==> config.mk <==
export PLATFORM = sky130hd
export DESIGN_NAME = audio_fifo_dreq
export DESIGN_NICKNAME = d
export VERILOG_FILES = /design/src/rtl/audio_fifo_pkg.sv /design/src/rtl/afd_queue.sv /design/src/rtl/afd_tick_delay.sv /design/src/rtl/audio_fifo_dreq.sv
export SDC_FILE = /design/constraint.sdc
export NUM_CORES = 2
export LEC_CHECK = 0
export BUFFER_PORTS_ARGS = -buffer_cell sky130_fd_sc_hd__buf_2
export CAP_MARGIN = 20
export CORE_ASPECT_RATIO = 1.1
export CORE_UTILIZATION = 50
export CTS_CLUSTER_SIZE = 10
export DETAILED_ROUTE_END_ITERATION = 8
export GPL_TIMING_DRIVEN = 0
export HOLD_SLACK_MARGIN = 0.05
export PLACE_DENSITY = 0.65
export SETUP_SLACK_MARGIN = 0.05
export SYNTH_ARGS = -nofsm -noshare
export SYNTH_HDL_FRONTEND = slang
export SYNTH_SLANG_ARGS = --single-unit
export TNS_END_PERCENT = 100
==> constraint.sdc <==
create_clock -name clk -period 10.35 [get_ports clk]
set_input_delay 1.035 -clock clk [delete_from_list [all_inputs] [get_ports clk]]
set_output_delay 1.035 -clock clk [all_outputs]
set_load 0.02 [all_outputs]
==> src/rtl/audio_fifo_pkg.sv <==
package audio_fifo_pkg;
    localparam int LVL_W     = 7;
    localparam int TXP_LSB   = 24;
    localparam int RXP_LSB   = 16;
    localparam int TXR_LSB   = 8;
    localparam int RXR_LSB   = 0;
    localparam logic [31:0] THR_MASK  = 32'h7F7F_7F7F;
    localparam logic [31:0] THR_RESET = 32'h1030_3020;

    typedef struct packed {
        logic [LVL_W-1:0] tx_panic;
        logic [LVL_W-1:0] rx_panic;
        logic [LVL_W-1:0] tx_req;
        logic [LVL_W-1:0] rx_req;
    } levels_t;

    function automatic levels_t unpack_levels(input logic [31:0] r);
        levels_t l;
        l.tx_panic = r[TXP_LSB +: LVL_W];
        l.rx_panic = r[RXP_LSB +: LVL_W];
        l.tx_req   = r[TXR_LSB +: LVL_W];
        l.rx_req   = r[RXR_LSB +: LVL_W];
        return l;
    endfunction
endpackage

==> src/rtl/afd_queue.sv <==
module afd_queue #(
    parameter int DEPTH = 64,
    parameter int WIDTH = 32,
    localparam int PTR_W = $clog2(DEPTH),
    localparam int CNT_W = $clog2(DEPTH + 1)
) (
    input  logic             clk,
    input  logic             rst_n,
    input  logic             flush,
    input  logic             push,
    input  logic [WIDTH-1:0] wdata,
    input  logic             pop,
    output logic [WIDTH-1:0] rdata,
    output logic [CNT_W-1:0] count,
    output logic             full,
    output logic             empty
);
    typedef struct packed {
        logic [PTR_W-1:0] wptr;
        logic [PTR_W-1:0] rptr;
        logic [CNT_W-1:0] cnt;
    } qstate_t;

    qstate_t st_q, st_d;
    logic [WIDTH-1:0] mem_q [DEPTH];
    logic do_push, do_pop;

    assign full    = (st_q.cnt == CNT_W'(DEPTH));
    assign empty   = (st_q.cnt == '0);
    assign do_push = push && !full && !flush;
    assign do_pop  = pop && !empty && !flush;

    always_comb begin
        st_d = st_q;
        if (flush) begin
            st_d = '0;
        end else begin
            if (do_push) st_d.wptr = (st_q.wptr == PTR_W'(DEPTH-1)) ? '0 : st_q.wptr + 1'b1;
            if (do_pop)  st_d.rptr = (st_q.rptr == PTR_W'(DEPTH-1)) ? '0 : st_q.rptr + 1'b1;
            st_d.cnt = st_q.cnt + CNT_W'(do_push) - CNT_W'(do_pop);
        end
    end

    always_ff @(posedge clk) begin
        if (!rst_n) st_q <= '0;
        else        st_q <= st_d;
    end

    always_ff @(posedge clk) begin
        if (do_push) mem_q[st_q.wptr] <= wdata;
    end

    assign rdata = empty ? '0 : mem_q[st_q.rptr];
    assign count = st_q.cnt;
endmodule

==> src/rtl/afd_tick_delay.sv <==
module afd_tick_delay #(
    parameter int TICKS = 2,
    localparam int C_W = $clog2(TICKS + 1)
) (
    input  logic clk,
    input  logic rst_n,
    input  logic tick,
    input  logic req,
    output logic fire
);
    typedef struct packed {
        logic           pend;
        logic [C_W-1:0] cnt;
    } dstate_t;

    dstate_t st_q, st_d;
    logic last;

    assign last = (st_q.cnt == C_W'(TICKS-1));
    assign fire = st_q.pend && !req && tick && last;

    always_comb begin
        st_d = st_q;
        if (req) begin
            st_d.pend = 1'b1;
            st_d.cnt  = '0;
        end else if (st_q.pend && tick) begin
            if (last) st_d = '0;
            else      st_d.cnt = st_q.cnt + 1'b1;
        end
    end

    always_ff @(posedge clk) begin
        if (!rst_n) st_q <= '0;
        else        st_q <= st_d;
    end
endmodule

==> src/rtl/audio_fifo_dreq.sv <==
module audio_fifo_dreq
    import audio_fifo_pkg::*;
#(
    parameter int DEPTH = 64,
    parameter int WIDTH = 32,
    parameter int TICKS = 2
) (
    input  logic             clk,
    input  logic             rst_n,
    input  logic             pcm_tick,
    input  logic             dma_en,
    input  logic             thr_wr,
    input  logic [31:0]      thr_wdata,
    output logic [31:0]      thr_rdata,
    input  logic             tx_push,
    input  logic [WIDTH-1:0] tx_wdata,
    output logic             tx_empty,
    output logic             tx_can_wr,
    output logic             tx_dreq,
    output logic             tx_panic,
    output logic             tx_err,
    input  logic             tx_err_clr,
    input  logic             tx_clr,
    input  logic             ser_tx_pop,
    output logic [WIDTH-1:0] ser_tx_data,
    input  logic             ser_rx_push,
    input  logic [WIDTH-1:0] ser_rx_data,
    input  logic             rx_pop,
    output logic [WIDTH-1:0] rx_rdata,
    output logic             rx_has_data,
    output logic             rx_above,
    output logic             rx_dreq,
    output logic             rx_panic,
    output logic             rx_err,
    input  logic             rx_err_clr,
    input  logic             rx_clr,
    input  logic             sync_wr,
    input  logic             sync_wval,
    output logic             sync_rd
);
    localparam int CNT_W = $clog2(DEPTH + 1);
    localparam int N_DLY = 3;

    typedef struct packed {
        logic [31:0] thr;
        logic        tx_err;
        logic        rx_err;
        logic        sync_tgt;
        logic        sync_rd;
    } top_state_t;

    top_state_t st_q, st_d;
    levels_t    lv;
    logic [N_DLY-1:0] dly_req, dly_fire;
    logic [CNT_W-1:0] tx_cnt, rx_cnt;
    logic tx_full, tx_mt, rx_full, rx_mt;
    int   tx_fill, rx_fill;

    assign dly_req = {sync_wr, rx_clr, tx_clr};

    for (genvar g = 0; g < N_DLY; g++) begin : g_dly
        afd_tick_delay #(.TICKS(TICKS)) u_dly (
            .clk(clk), .rst_n(rst_n), .tick(pcm_tick),
            .req(dly_req[g]), .fire(dly_fire[g])
        );
    end

    afd_queue #(.DEPTH(DEPTH), .WIDTH(WIDTH)) u_txq (
        .clk(clk), .rst_n(rst_n), .flush(dly_fire[0]),
        .push(tx_push), .wdata(tx_wdata),
        .pop(ser_tx_pop), .rdata(ser_tx_data),
        .count(tx_cnt), .full(tx_full), .empty(tx_mt)
    );

    afd_queue #(.DEPTH(DEPTH), .WIDTH(WIDTH)) u_rxq (
        .clk(clk), .rst_n(rst_n), .flush(dly_fire[1]),
        .push(ser_rx_push), .wdata(ser_rx_data),
        .pop(rx_pop), .rdata(rx_rdata),
        .count(rx_cnt), .full(rx_full), .empty(rx_mt)
    );

    assign lv      = unpack_levels(st_q.thr);
    assign tx_fill = int'(tx_cnt);
    assign rx_fill = int'(rx_cnt);

    always_comb begin
        st_d = st_q;
        if (thr_wr) st_d.thr = thr_wdata & THR_MASK;
        if (tx_err_clr) st_d.tx_err = 1'b0;
        if (tx_push && tx_full) st_d.tx_err = 1'b1;
        if (rx_err_clr) st_d.rx_err = 1'b0;
        if (rx_pop && rx_mt) st_d.rx_err = 1'b1;
        if (sync_wr) st_d.sync_tgt = sync_wval;
        if (dly_fire[2]) st_d.sync_rd = st_q.sync_tgt;
    end

    always_ff @(posedge clk) begin
        if (!rst_n) begin
            st_q     <= '0;
            st_q.thr <= THR_RESET;
        end else begin
            st_q <= st_d;
        end
    end

    assign thr_rdata   = st_q.thr;
    assign tx_empty    = tx_mt;
    assign tx_can_wr   = !tx_full;
    assign rx_has_data = !rx_mt;
    assign rx_above    = rx_fill > int'(lv.rx_req);
    assign tx_dreq     = dma_en && (tx_fill < int'(lv.tx_req));
    assign tx_panic    = dma_en && (tx_fill < int'(lv.tx_panic));
    assign rx_dreq     = dma_en && rx_above;
    assign rx_panic    = dma_en && (rx_fill > int'(lv.rx_panic));
    assign tx_err      = st_q.tx_err;
    assign rx_err      = st_q.rx_err;
    assign sync_rd     = st_q.sync_rd;

    logic unused_rx_full;
    assign unused_rx_full = rx_full;
endmodule

==> results.py <==
metrics = {
    "global_route": {
        "first_global_vias": 84100,
        "grt_pass1_wl_um": 720000,
        "grt_overflow_total": 0,
        "grt_start_max_net_pins": 65,
        "antenna_found_initial": 33,
        "grt.total_usage": 0.332,
    },
    "pwr": {
        "leakage_nw": 58.7,
        "power_density_mw_per_mm2": 211,
        "power_mw": 39.7,
        "ir_drop_mv": 0.172,
    },
    "timing": {
        "setup_viol": 0,
        "min_period_ps": 7510,
        "max_slew_margin": 0.139,
        "rsz0062_at_grt": "false",
        "skew_ps": 144,
        "slew_violations": 0,
        "tightest_slew_ps": 1290,
        "clock.fmax_ghz": 0.133,
        "hold_viol_final": 0,
        "fin_crit_sh": 0.725,
        "tns_ps": 0,
    },
    "setup_path": {
        "critPathArrivalTime_ps": 6470,
        "critPathMaxFanout": 10,
        "cp-start-kind": "flop",
        "criticalPathCategory": "reg -> out",
        "crit_required_ps": 9320,
        "critPathCaptureType": "output pin",
    },
    "routing": {
        "firstDrtPassIters": 6,
        "drt_wl_total_um": 539000,
        "drc": 0,
        "ant_nets": 0,
        "avgViaCountPerCell": 6.95,
        "wl_per_cell_um": 43.2,
        "vias": 86700,
        "drtIter0Drc": 14800,
    },
    "placement": {
        "dp.cells": 11900,
        "hpwlAfterDp_um": 360000,
        "gp_congestion": 0.899,
        "portBuffers": 207,
    },
    "clock_tree": {
        "clk-insertion-delay-late_ps": 1020,
        "post_cts_resized": 0,
        "numCtsBuffers": 461,
        "cts_buffer_depth": 4,
        "htreeDepth": 5,
        "cts_tree": "yes",
        "cts_root_buffer": "clkbuf_16",
        "cts_setup_buffers": 0,
        "cts.sinks": 4187,
        "clkTransAtPathRegs_ps": 60,
        "cts_hold_buf": 0,
    },
    "synthesis": {
        "synthArstFlopShare": 0,
        "synth_warnings": 0,
        "syn_area_per_cell_um2": 22.8,
        "synth_ff_type": "edfxtp_1",
        "synth_edf_count": 4096,
        "ys_seq_area_frac": 0.775,
        "syn_inst": 7055,
        "syn-cell-area_mm2": 0.161,
        "ys_ff_latch": 4187,
        "synth.distinct_cells": 69,
    },
    "floorplan": {
        "fp.coreArea_mm2": 0.320,
        "rows": 218,
        "io_pins": 218,
        "dieArea_mm2": 0.325,
        "initial_core_util": 0.503,
        "die_h_um": 597,
        "dieWidth_um": 543,
    },
    "flow_run": {
        "drv_cap": 0,
    },
    "layout": {
        "layout_common_cells": "edfxtp_1 (4096), mux4_2 (1170), clkbuf_16 (464)",
        "fill_cells": 22300,
        "layout_commonest_cell": "edfxtp_1",
        "layout-drive-gt1-share": 0.319,
        "synthToLayoutAreaGrowth_pct": 16.8,
        "nNetsFinal": 8241,
        "fin_cells": 12500,
    },
    "min_path": {
        "holdCritPathClass": "in -> reg",
    },
    "run_status": {
        "outcome": "completed",
    },
}
## sequential cells by signal, indices dropped and copies added, names as in the netlist, named ones only
name              count
g_dly.u_dly.st_q      9
rx_err                1
st_q                  1
sync_rd               1
thr_rdata            28
tx_err                1
u_rxq.count           7
u_rxq.mem_q        2048
u_rxq.st_q           12
u_txq.count           7
u_txq.mem_q        2048
u_txq.st_q           12
## path summary, 6_finish.rpt
kind                                             start                endpoint  slack, ps  depth (start not counted)
worst max-delay path                    u_txq.count[5]         ser_tx_data[13]       2840                         10
worst min-delay path                            rx_clr  g_dly[1].u_dly.st_q[0]        320                          2
worst max register to register          u_rxq.count[3]          u_rxq.count[6]       5680                         19
worst min register to register  g_dly[1].u_dly.st_q[1]  g_dly[1].u_dly.st_q[1]        480                          1
## critical path, cell delays in order (launching register included)
cell and delay [ps]:
dfxtp_1 440, inv_1 100, ha_1 190, and4bb_2 260, nand2_1 530, clkinv_1 1150
nor2_1 1150, clkbuf_1 850, a22oi_1 360, nand2_1 260, buf_2 200
## synth_stat cells (all sizes together), types with 12 or more instances
cell	n	area, µm²
edfxtp	4096	123000
mux4	1170	26400
buf	265	1600
nand2	250	938
nor2	217	815
clkbuf	131	492
mux2i	130	1300
dfxtp	91	1820
a21oi	73	365
nor2b	58	363
inv	56	210
nand3	55	280
ha	47	588
a22oi	42	315
a211oi	37	278
a31oi	37	231
o21ai	37	185
o22ai	37	231
and3	21	131
o211ai	18	135
nor3	17	85.1
xor2	17	149
a21o	12	90.1
a32oi	12	105
## final cells by class
type	instances	area [µm²]	area share
clock buffers	517	11800	0.0629
multi-input cells	2417	35000	0.186
repair buffers	560	8490	0.0451
well taps	4290	5370	0.0285
diodes	19	47.5	0.000253
flip-flops and latches	4187	125000	0.663
clock inverters	33	350	0.00186
inverters	58	218	0.00116
plain buffers	396	2100	0.0112
## stage by stage
stage               hold WS [ps]   util  cell area [µm²]  setup WS, ps
detailed placement           469  0.546           175000          4150
CTS                          239  0.585           187000          3110
global placement             454  0.523           168000          2460
global route                 291  0.587           188000          3030
finish                       316  0.587           188000          2840
floorplan                    444      -           161000          6390
## per-layer routing
metal  vias up  part of all wire  global-route usage
li1      31700                 -                   -
met1     45900              0.33               0.421
met2      7376              0.47               0.528
met3      1697              0.12              0.0771
met4        22             0.073               0.194
met5         -           0.00047                   0
## power breakdown
group          internal, mW  switching [mW]  leakage, nW  total (mW)
Combinational          2.68            3.96         15.1        6.64
Clock                  7.94            6.30         5.97        14.2
Sequential             18.7          0.0737         37.6        18.8
Total                  29.4            10.3         58.7        39.7
## logic make-up after synthesis
group / after synthesis / synth area share
AOI/OAI and AO/OA: 350 / 0.0144
buffers and inverters: 454 / 0.0144
xor gates and xnor gates: 24 / 0.00130
other: 1 / 0.0000233
DFF: 4187 / 0.775
and+or+nand+nor: 679 / 0.0189
adders and majority gates: 49 / 0.00390
muxes: 1311 / 0.172
Note: power is estimated with default switching activity, not from simulation.
